<file path="config.mk">
export PLATFORM = sky130hd
export DESIGN_NAME = pwm_dt_channel
export DESIGN_NICKNAME = d
export VERILOG_FILES = /design/src/rtl/pwm_dt_pkg.sv /design/src/rtl/pwm_cfg_regs.sv /design/src/rtl/pwm_timebase.sv /design/src/rtl/pwm_dead_side.sv /design/src/rtl/pwm_dt_channel.sv
export SDC_FILE = /design/constraint.sdc
export NUM_CORES = 1
export LEC_CHECK = 0
export CAP_MARGIN = 20
export CORE_MARGIN = 1.5
export CORE_UTILIZATION = 35
export DETAILED_ROUTE_END_ITERATION = 16
export PLACE_DENSITY = 0.64
export SYNTH_ARGS = -nofsm -noshare
export SYNTH_HDL_FRONTEND = slang
export SYNTH_SLANG_ARGS = --single-unit
</file>
<file path="constraint.sdc">
create_clock -name clk -period 3.75 [get_ports clk]
set_input_delay 0.375 -clock clk [delete_from_list [all_inputs] [get_ports clk]]
set_output_delay 0.375 -clock clk [all_outputs]
set_load 0.01 [all_outputs]
</file>
<file path="src/rtl/pwm_dt_pkg.sv">
package pwm_dt_pkg;
  typedef enum logic [1:0] {
    SEL_PERIOD = 2'd0,
    SEL_DUTY   = 2'd1,
    SEL_DEAD   = 2'd2,
    SEL_MODE   = 2'd3
  } cfg_sel_e;

  // bit0 center, bit1 pol_low, bit2 dt_en, bit3 inv_hi, bit4 inv_lo
  typedef struct packed {
    logic inv_lo;
    logic inv_hi;
    logic dt_en;
    logic pol_low;
    logic center;
  } mode_t;

  localparam int MODE_W      = 5;
  localparam int DEAD_LO_POS = 16;
endpackage

</file>
<file path="src/rtl/pwm_cfg_regs.sv">
module pwm_cfg_regs
  import pwm_dt_pkg::*;
#(
  parameter int CW = 16,
  parameter int DW = 32
) (
  input  logic          clk,
  input  logic          rst,
  input  logic          running,
  input  logic          wrap,
  input  logic          wr_en,
  input  logic [1:0]    wr_sel,
  input  logic [DW-1:0] wr_data,
  output logic [CW-1:0] prd,
  output logic [CW-1:0] duty,
  output logic [CW-1:0] dt_hi,
  output logic [CW-1:0] dt_lo,
  output mode_t         mode
);
  logic [CW-1:0] sh_prd, sh_duty, sh_dth, sh_dtl;
  logic [CW-1:0] f_hi, f_lo;

  assign f_hi = wr_data[CW-1:0];
  assign f_lo = wr_data[DEAD_LO_POS +: CW];

  always_ff @(posedge clk) begin
    if (rst) begin
      sh_prd <= '0; sh_duty <= '0; sh_dth <= '0; sh_dtl <= '0;
      prd    <= '0; duty    <= '0; dt_hi  <= '0; dt_lo  <= '0;
      mode   <= '0;
    end else begin
      if (wr_en) begin
        case (cfg_sel_e'(wr_sel))
          SEL_PERIOD: begin
            sh_prd <= f_hi;
            if (!running) prd <= f_hi;
          end
          SEL_DUTY: begin
            sh_duty <= f_hi;
            if (!running) duty <= f_hi;
          end
          SEL_DEAD: begin
            sh_dth <= f_hi;
            sh_dtl <= f_lo;
            if (!running) begin
              dt_hi <= f_hi;
              dt_lo <= f_lo;
            end
          end
          SEL_MODE: if (!running) mode <= mode_t'(wr_data[MODE_W-1:0]);
          default: ;
        endcase
      end
      if (wrap) begin
        prd   <= sh_prd;
        duty  <= sh_duty;
        dt_hi <= sh_dth;
        dt_lo <= sh_dtl;
      end
    end
  end
endmodule

</file>
<file path="src/rtl/pwm_timebase.sv">
module pwm_timebase #(
  parameter int CW = 16
) (
  input  logic          clk,
  input  logic          rst,
  input  logic          en_req,
  input  logic          dis_req,
  input  logic [CW-1:0] prd,
  input  logic [CW-1:0] duty,
  input  logic          center,
  input  logic          pol_low,
  output logic          running,
  output logic [CW-1:0] cnt,
  output logic          wrap,
  output logic          base
);
  localparam int XW = CW + 1;

  logic          up, stop_pend, stop_now, turn, hit;
  logic [XW-1:0] cnt_nx1;

  assign cnt_nx1  = {1'b0, cnt} + XW'(1);
  assign turn     = up && (cnt_nx1 >= {1'b0, prd});
  assign wrap     = running && (center ? (!up && cnt <= CW'(1)) : turn);
  assign stop_now = dis_req || (stop_pend && !en_req);
  assign hit      = up ? (cnt < duty) : (cnt <= duty);
  assign base     = running && (hit ^ pol_low);

  always_ff @(posedge clk) begin
    if (rst) begin
      running   <= 1'b0;
      stop_pend <= 1'b0;
      cnt       <= '0;
      up        <= 1'b1;
    end else if (!running) begin
      cnt       <= '0;
      up        <= 1'b1;
      stop_pend <= 1'b0;
      if (en_req) running <= 1'b1;
    end else if (wrap) begin
      cnt       <= '0;
      up        <= 1'b1;
      stop_pend <= 1'b0;
      running   <= !stop_now;
    end else begin
      if (dis_req)     stop_pend <= 1'b1;
      else if (en_req) stop_pend <= 1'b0;
      if (center && turn) begin
        up  <= 1'b0;
        cnt <= prd;
      end else if (up) begin
        cnt <= cnt + CW'(1);
      end else begin
        cnt <= cnt - CW'(1);
      end
    end
  end
endmodule

</file>
<file path="src/rtl/pwm_dead_side.sv">
module pwm_dead_side #(
  parameter int CW = 16
) (
  input  logic          clk,
  input  logic          rst,
  input  logic          src,
  input  logic          dt_en,
  input  logic          inv,
  input  logic [CW-1:0] dly,
  output logic          o
);
  logic [CW-1:0] run_len;

  always_ff @(posedge clk) begin
    if (rst) begin
      run_len <= '0;
      o       <= 1'b0;
    end else if (!src) begin
      run_len <= '0;
      o       <= inv;
    end else if (!dt_en || run_len >= dly) begin
      o       <= !inv;
    end else begin
      run_len <= run_len + CW'(1);
      o       <= inv;
    end
  end
endmodule

</file>
<file path="src/rtl/pwm_dt_channel.sv">
module pwm_dt_channel
  import pwm_dt_pkg::*;
#(
  parameter int CW = 16,
  parameter int DW = 32
) (
  input  logic          clk,
  input  logic          rst,
  input  logic          en_req,
  input  logic          dis_req,
  input  logic          wr_en,
  input  logic [1:0]    wr_sel,
  input  logic [DW-1:0] wr_data,
  output logic          out_hi,
  output logic          out_lo,
  output logic          running
);
  localparam int NSIDE = 2;

  logic          wrap, base;
  logic [CW-1:0] cnt, prd_a, duty_a, dth_a, dtl_a;
  mode_t         mode_q;
  logic [NSIDE-1:0] side_src, side_inv, side_o;
  logic [CW-1:0]    side_dly [NSIDE];

  pwm_cfg_regs #(.CW(CW), .DW(DW)) u_cfg (
    .clk(clk), .rst(rst), .running(running), .wrap(wrap),
    .wr_en(wr_en), .wr_sel(wr_sel), .wr_data(wr_data),
    .prd(prd_a), .duty(duty_a), .dt_hi(dth_a), .dt_lo(dtl_a), .mode(mode_q)
  );

  pwm_timebase #(.CW(CW)) u_tb (
    .clk(clk), .rst(rst), .en_req(en_req), .dis_req(dis_req),
    .prd(prd_a), .duty(duty_a), .center(mode_q.center), .pol_low(mode_q.pol_low),
    .running(running), .cnt(cnt), .wrap(wrap), .base(base)
  );

  assign side_src    = {running & ~base, base};
  assign side_inv    = {mode_q.inv_lo, mode_q.inv_hi};
  assign side_dly[0] = dth_a;
  assign side_dly[1] = dtl_a;

  generate
    for (genvar s = 0; s < NSIDE; s++) begin : g_side
      pwm_dead_side #(.CW(CW)) u_side (
        .clk(clk), .rst(rst), .src(side_src[s]), .dt_en(mode_q.dt_en),
        .inv(side_inv[s]), .dly(side_dly[s]), .o(side_o[s])
      );
    end
  endgenerate

  assign out_hi = side_o[0];
  assign out_lo = side_o[1];
endmodule

</file>
## Word level (Yosys, flattened, before mapping)

Cells that the tools add are included.

- Flip-flop bits (word level): 186
- Output and inout port bits: 3
- Word-level logic and storage cells: 99

- Add/sub/neg operators: 5
- $lt $le $gt $ge: 6
- Equality and inequality tests: 4
- Muxes and demuxes: 27
- Bitwise gates (word level): 5
- Reduce and logical (&&, ||, !) cells: 31

Operators by type and width:

| kind | number |
|---|---|
| 2-to-1 mux 16 bit | 16 |
| adder 16 x 1 -> 16 bit (second input constant) | 3 |
| greater-or-equal comparator 16 bit | 2 |
| adder 16 x 1 -> 17 bit (second input constant) | 1 |
| greater-or-equal comparator 17 x 16 -> 1 bit | 1 |
| less-or-equal comparator 16 x 1 -> 1 bit (second input constant) | 1 |
| less-or-equal comparator 16 bit | 1 |
| < comparator 16 bit | 1 |
| subtractor 16 x 1 -> 16 bit (second input constant) | 1 |
| AND reduction 3 bit | 4 |
| 2-to-1 mux 1 bit | 11 |
| nonzero test 2 bit | 5 |
| logical AND 1 bit | 6 |
| logical NOT 1 bit | 6 |
| AND reduction 2 bit | 3 |
| equality test 2 bit (second input constant) | 2 |
| OR reduction 2 bit | 2 |
| logical OR 1 bit | 3 |
| NOT 1 bit | 3 |
| OR reduction 3 bit | 1 |
| equality test 2 x 1 -> 1 bit (second input constant) | 1 |
| logical NOT 2 bit | 1 |
| inequality test 2 bit (second input constant) | 1 |
| AND 1 bit | 1 |
| XOR 1 bit | 1 |

## Longest topological paths before layout

- Depth after elaboration: 8
- Gate-level depth with buffers: 17
- Gate-level depth less buffers: 13

## Cells and area by module

A second synthesis with hierarchy kept.

- Cell total of the unflattened synthesis: 1249
- Area total of the unflattened synthesis: 10704.0 um^2

By module, submodules not included:

| module | times used | cells each | area an instance (um^2) |
|---|---|---|---|
| pwm_cfg_regs | 1 | 631 | 5680.4 |
| pwm_dead_side | 2 | 168 | 1386.3 |
| pwm_timebase | 1 | 281 | 2237.1 |
| pwm_dt_channel | 1 | 1 | 13.8 |

## Worst setup path before layout

Ideal clock, no wire load.

- Path type: reg2reg
- Start: register u_tb.cnt[0]
- End: register u_cfg.dt_lo[10]
- Setup time: 0.066 ns
- Arrival: 3.486 ns
- Required time: 3.684 ns
- Path slack: 0.198 ns
- Stages on the path, launching flop included: 14
- Buffers on the path: 1
- Period minus slack after synthesis: 3.552 ns
- Cells stage by stage: dfxtp_1 > ha_1 > nand3_1 > nor4_1 > nand3_1 > xnor2_1 > ha_1 > a21o_1 > a221oi_1 > a21oi_1 > nor3_1 > buf_2 > nand2_1 > a21oi_2

- Word-level cells in the longest chain between the ends: 7
- Elaborated cells on any way between the ends: 12
- Those cells by class: add/sub: 1; order compare: 2; eq/ne: 1; mux: 2; reduce/logical: 6

Ends and longest elaborated chain:

| what | line | RTL |
|---|---|---|
| start: declaration | pwm_timebase.sv:13 | `output logic [CW-1:0] cnt,` |
| start signal: assignment | pwm_timebase.sv:50 | `cnt <= prd;` |
| start signal: assignment | pwm_timebase.sv:52 | `cnt <= cnt + CW'(1);` |
| start signal: assignment | pwm_timebase.sv:54 | `cnt <= cnt - CW'(1);` |
| adder 16 x 1 -> 17 bit | pwm_timebase.sv:22 | `assign cnt_nx1 = {1'b0, cnt} + XW'(1);` |
| greater-or-equal comparator 17 x 16 -> 1 bit | pwm_timebase.sv:23 | `assign turn = up && (cnt_nx1 >= {1'b0, prd});` |
| logical AND 1 bit | pwm_timebase.sv:23 |  |
| 2-to-1 mux 1 bit * | pwm_timebase.sv:24 | `assign wrap = running && (center ? (!up && cnt <= CW'(1)) : turn);` |
| logical AND 1 bit * | pwm_timebase.sv:24 |  |
| inequality test 2 bit (no line) / nonzero test 2 bit (equally long branches) | - |  |
| AND reduction 3 bit (no line) | - |  |
| end signal: assignment | pwm_cfg_regs.sv:47 | `dt_lo <= f_lo;` |
| end signal: assignment | pwm_cfg_regs.sv:58 | `dt_lo <= sh_dtl;` |
| end: declaration | pwm_cfg_regs.sv:17 | `output logic [CW-1:0] dt_lo,` |

Mark *: on every way between the ends. The rest lies on a longest branch, timed or not.
A chain may end at the register's enable or synchronous reset.

## Worst setup path after layout

- Start: register u_tb.cnt[0]
- End: register u_cfg.prd[11]

- Word-level cells in the longest chain between the ends: 7
- Elaborated cells on any way between the ends: 12
- Those cells by class: add/sub: 1; order compare: 2; eq/ne: 1; mux: 2; reduce/logical: 6

Ends and longest elaborated chain:

| what | line | RTL |
|---|---|---|
| adder 16 x 1 -> 17 bit | pwm_timebase.sv:22 |  |
| greater-or-equal comparator 17 x 16 -> 1 bit | pwm_timebase.sv:23 |  |
| logical AND 1 bit | pwm_timebase.sv:23 |  |
| 2-to-1 mux 1 bit * | pwm_timebase.sv:24 |  |
| logical AND 1 bit * | pwm_timebase.sv:24 |  |
| inequality test 2 bit (no line) / nonzero test 2 bit (equally long branches) | - |  |
| AND reduction 3 bit (no line) | - |  |
| end signal: assignment | pwm_cfg_regs.sv:36 | `if (!running) prd <= f_hi;` |
| end signal: assignment | pwm_cfg_regs.sv:55 | `prd <= sh_prd;` |
| end: declaration | pwm_cfg_regs.sv:14 | `output logic [CW-1:0] prd,` |

Marked as above.

==> impl_metrics.csv <==
group,metric,value,unit
cts,clk_transition_reported_paths,0.07,ns
die,num_rows,60,
synthesis,synth_edf_count,0,
die,core-area,27180,um^2
synthesis,syn_avg_cell_area,8.137,um^2
cts,root_buffer,"clkbuf_16",
timing,clock_skew,0.01200,ns
placement,place_hpwl,17450,um
setup_path,crit_path_max_fanout,32,
synthesis,syn_inst,1199,
synthesis,synthTopCellsByArea,"dfxtp_1 (38%), nand2_1 (9.0%), ha_1 (8.8%), a21oi_1 (7.1%), nor2_1 (3.1%)",
timing,slew_headroom,54.22,%
status,status,"finished, final reports clean",
routing,first_pass_iters,5,
cts,cts_htree_levels,4,
cts,cts_tree,"built",
grt,grt_pass1_vias,8177,
synthesis,synth_xor_area_share,4.309,%
setup_path,cp-end-kind,"register",
cts,postCtsHoldBufs,0,
synthesis,ys_seq_area_share,38.16,%
routing,drt_iter0_markers,730,
synthesis,async_flop_share,0,%
finish,drive_above_1_share,9.727,%
setup_path,critPathKind,"register to register",
power,ir_drop,298.9,uV
synthesis,synth-compound-area-share,20.58,%
routing,drc,0,
finish,area_growth,16.70,%
setup_path,worstSetupStartpointType,"register",
synthesis,synth_top_family_by_area,"compound AO/OA/AOI/OAI gates",
timing,period_share,92.65,%
placement,place_congestion,0.8954,
power,total_power,4.675,mW
routing,routed_via_density,5.244,
synthesis,synth_top_area_share,38.16,%
synthesis,yosysWarnings,0,
synthesis,synth_nets,1307,
cts,cts_sinks,186,
finish,fin_cells,1616,
timing,setup_viol,0,
timing,min_period,3.474,ns
routing,wl,25060,um
finish,layout.nets,1339,
die,die_w,170.0,um
setup_path,required,4.11,ns
grt,grt_pass1_wl,41520,um
grt,antenna_found_initial,0,
job,maxCapViolations,0,
synthesis,synthDistinctLibCells,66,
timing,tightest_slew,0.6866,ns
synthesis,synthAdderAreaFrac,8.848,%
routing,wl_per_cell,15.51,um
synthesis,yosys_most_used_dff,"dfxtp_1",
finish,diodes,0,
synthesis,synth_mux_area_share,2.385,%
die,dieArea,28890,um^2
cts,cts.path.max_buffers,2,
synthesis,synth_top_cell_by_area,"dfxtp_1",
placement,placed_cells,1576,
grt,grtUsageTotal,17.98,%
routing,route.vias.total,8475,
placement,portBuffers,41,
setup_path,cp.arrival,3.83,ns
min_path,min_path_type,"primary input to register",
finish,final.fill_count,2776,
routing,antenna_left,0,
power,p_leak,4.202,nW
die,fp.dieH,170.0,um
die,start_util,35.90,%
timing,timing.final.hold_violations,0,
power,powerDensity,410.6,nW/um^2
finish,utilization,41.90,%
timing,fmax,0.2878,GHz
synthesis,syn_area,9757,um^2
grt,gr-total-overflow,0,
cts,numCtsBuffers,17,
die,ioPinCount,42,
synthesis,synthSimpleGateAreaFrac,19.24,%
setup_path,r2r_slack,0.28,ns
timing,setup_tns,0,ns
timing,slew_viol_final,0,
timing,rsz0062_at_grt,"false",
cts,clkLatencyLatePin,0.44,ns
synthesis,synth-seq-cells,186,
grt,grt_max_degree,69,
==> layout make-up <==
class	count	area [um^2]	share of cell area, %
multi-input cells	866	5507	48.36
flip-flops and latches	186	3724	32.70
repair buffers	85	820.8	7.209
well taps	372	465.4	4.088
clock buffers	19	442.9	3.890
inverters	75	281.5	2.473
clock inverters	13	145.1	1.275
==> sequential cells by signal, indices dropped and copies added (netlist names), 2 cells and up <==
register	count
u_cfg.dt_lo	16
u_cfg.mode	5
u_cfg.dt_hi	16
u_cfg.prd	16
u_tb.cnt	16
u_cfg.sh_duty	16
u_cfg.sh_prd	16
g_side.u_side.o	2
u_cfg.duty	16
u_cfg.sh_dtl	16
u_cfg.sh_dth	16
g_side.u_side.run_len	32
==> report_power, final <==
group / switching [mW] / internal, mW
combinational: 0.443 / 0.293
clock: 0.856 / 0.964
sequential: 0.0557 / 2.06
total: 1.36 / 3.32
==> Yosys cell counts, drive strengths merged, types with 24 or more instances <==
cell    instances
nand3          24
ha             69
o21ai          29
nor2           81
inv            74
dfxtp         186
nand2         233
a22oi          48
clkbuf         45
a21oi         146
buf            27
xnor2          31
==> metal layers <==
layer  GRT usage (%)  routed length, um  up-vias
met5               0                  0        -
met4           5.810                506        0
met3           2.791               1061       30
met2           28.87              11230      209
met1           24.61              12260     3996
li1                -                  -     4240
==> path summary, 6_finish.rpt <==
path	start	cells after the start	endpoint
worst min register to register	u_cfg.dt_lo[5]	2	u_cfg.dt_lo[5]
worst max register to register	u_tb.cnt[0]	15	u_cfg.prd[11]
worst min-delay path	rst	2	u_cfg.mode[0]
worst max-delay path	u_tb.cnt[0]	15	u_cfg.prd[11]
==> through the flow <==
stage               setup slack (ns)  area, um^2  hold WS [ns]
finish                        0.2758       11390        0.3717
global route                 0.02618       11390        0.4047
CTS                          0.06128       11230        0.3551
detailed placement           -0.1400       10610        0.4463
global placement             0.03380       10610        0.4415
floorplan                     0.1978        9757        0.4360
==> cell families after synthesis <==
| kind of cell | after synthesis |
|---|---|
| multiplexers | 23 |
| adder cells (fa/ha/maj) | 69 |
| buffers and inverters | 147 |
| AO/OA/AOI/OAI | 306 |
| XOR/XNOR | 48 |
| AND/OR/NAND/NOR | 420 |
| flip-flops | 186 |
==> placed cells by master, fill, tap and decap left out, types with 8 or more instances in the layout <==
master	synthesis	layout
a211oi_1	14	13
clkbuf_16	0	17
a311oi_1	16	16
a21oi_2	8	8
o31ai_1	9	9
ha_1	69	69
o21ai_0	28	28
nand4_1	16	16
a22oi_2	9	9
nand2_1	233	232
nor3_1	10	8
a22oi_1	39	39
dfxtp_1	186	186
xor2_1	17	17
inv_1	74	74
clkdlybuf4s50_1	0	40
buf_4	6	37
or4_1	8	8
mux2i_1	21	21
nand3_1	24	23
nor2_1	81	78
a21o_1	8	8
xnor2_1	31	31
a21oi_1	138	137
==> critical path, stage by stage (launching register included) <==
cell and delay, ns:
dfxtp_1 0.36, buf_4 0.17, nand4_1 0.16, nor4_2 0.40, nand3_1 0.14, xnor2_1 0.15
ha_1 0.31, nand3_1 0.14, nor3_2 0.28, a221oi_2 0.09, buf_4 0.16, a21oi_4 0.28
or2_2 0.20, buf_6 0.25, a22oi_1 0.15, a21oi_1 0.14
==> timing repair <==
action	4_1_cts	5_1_grt
buffers inserted	1	5
pin swaps	1	5
gates resized for setup	5	11
endpoints found under the setup margin	48	83
Note: power is estimated with default switching activity, not from simulation.
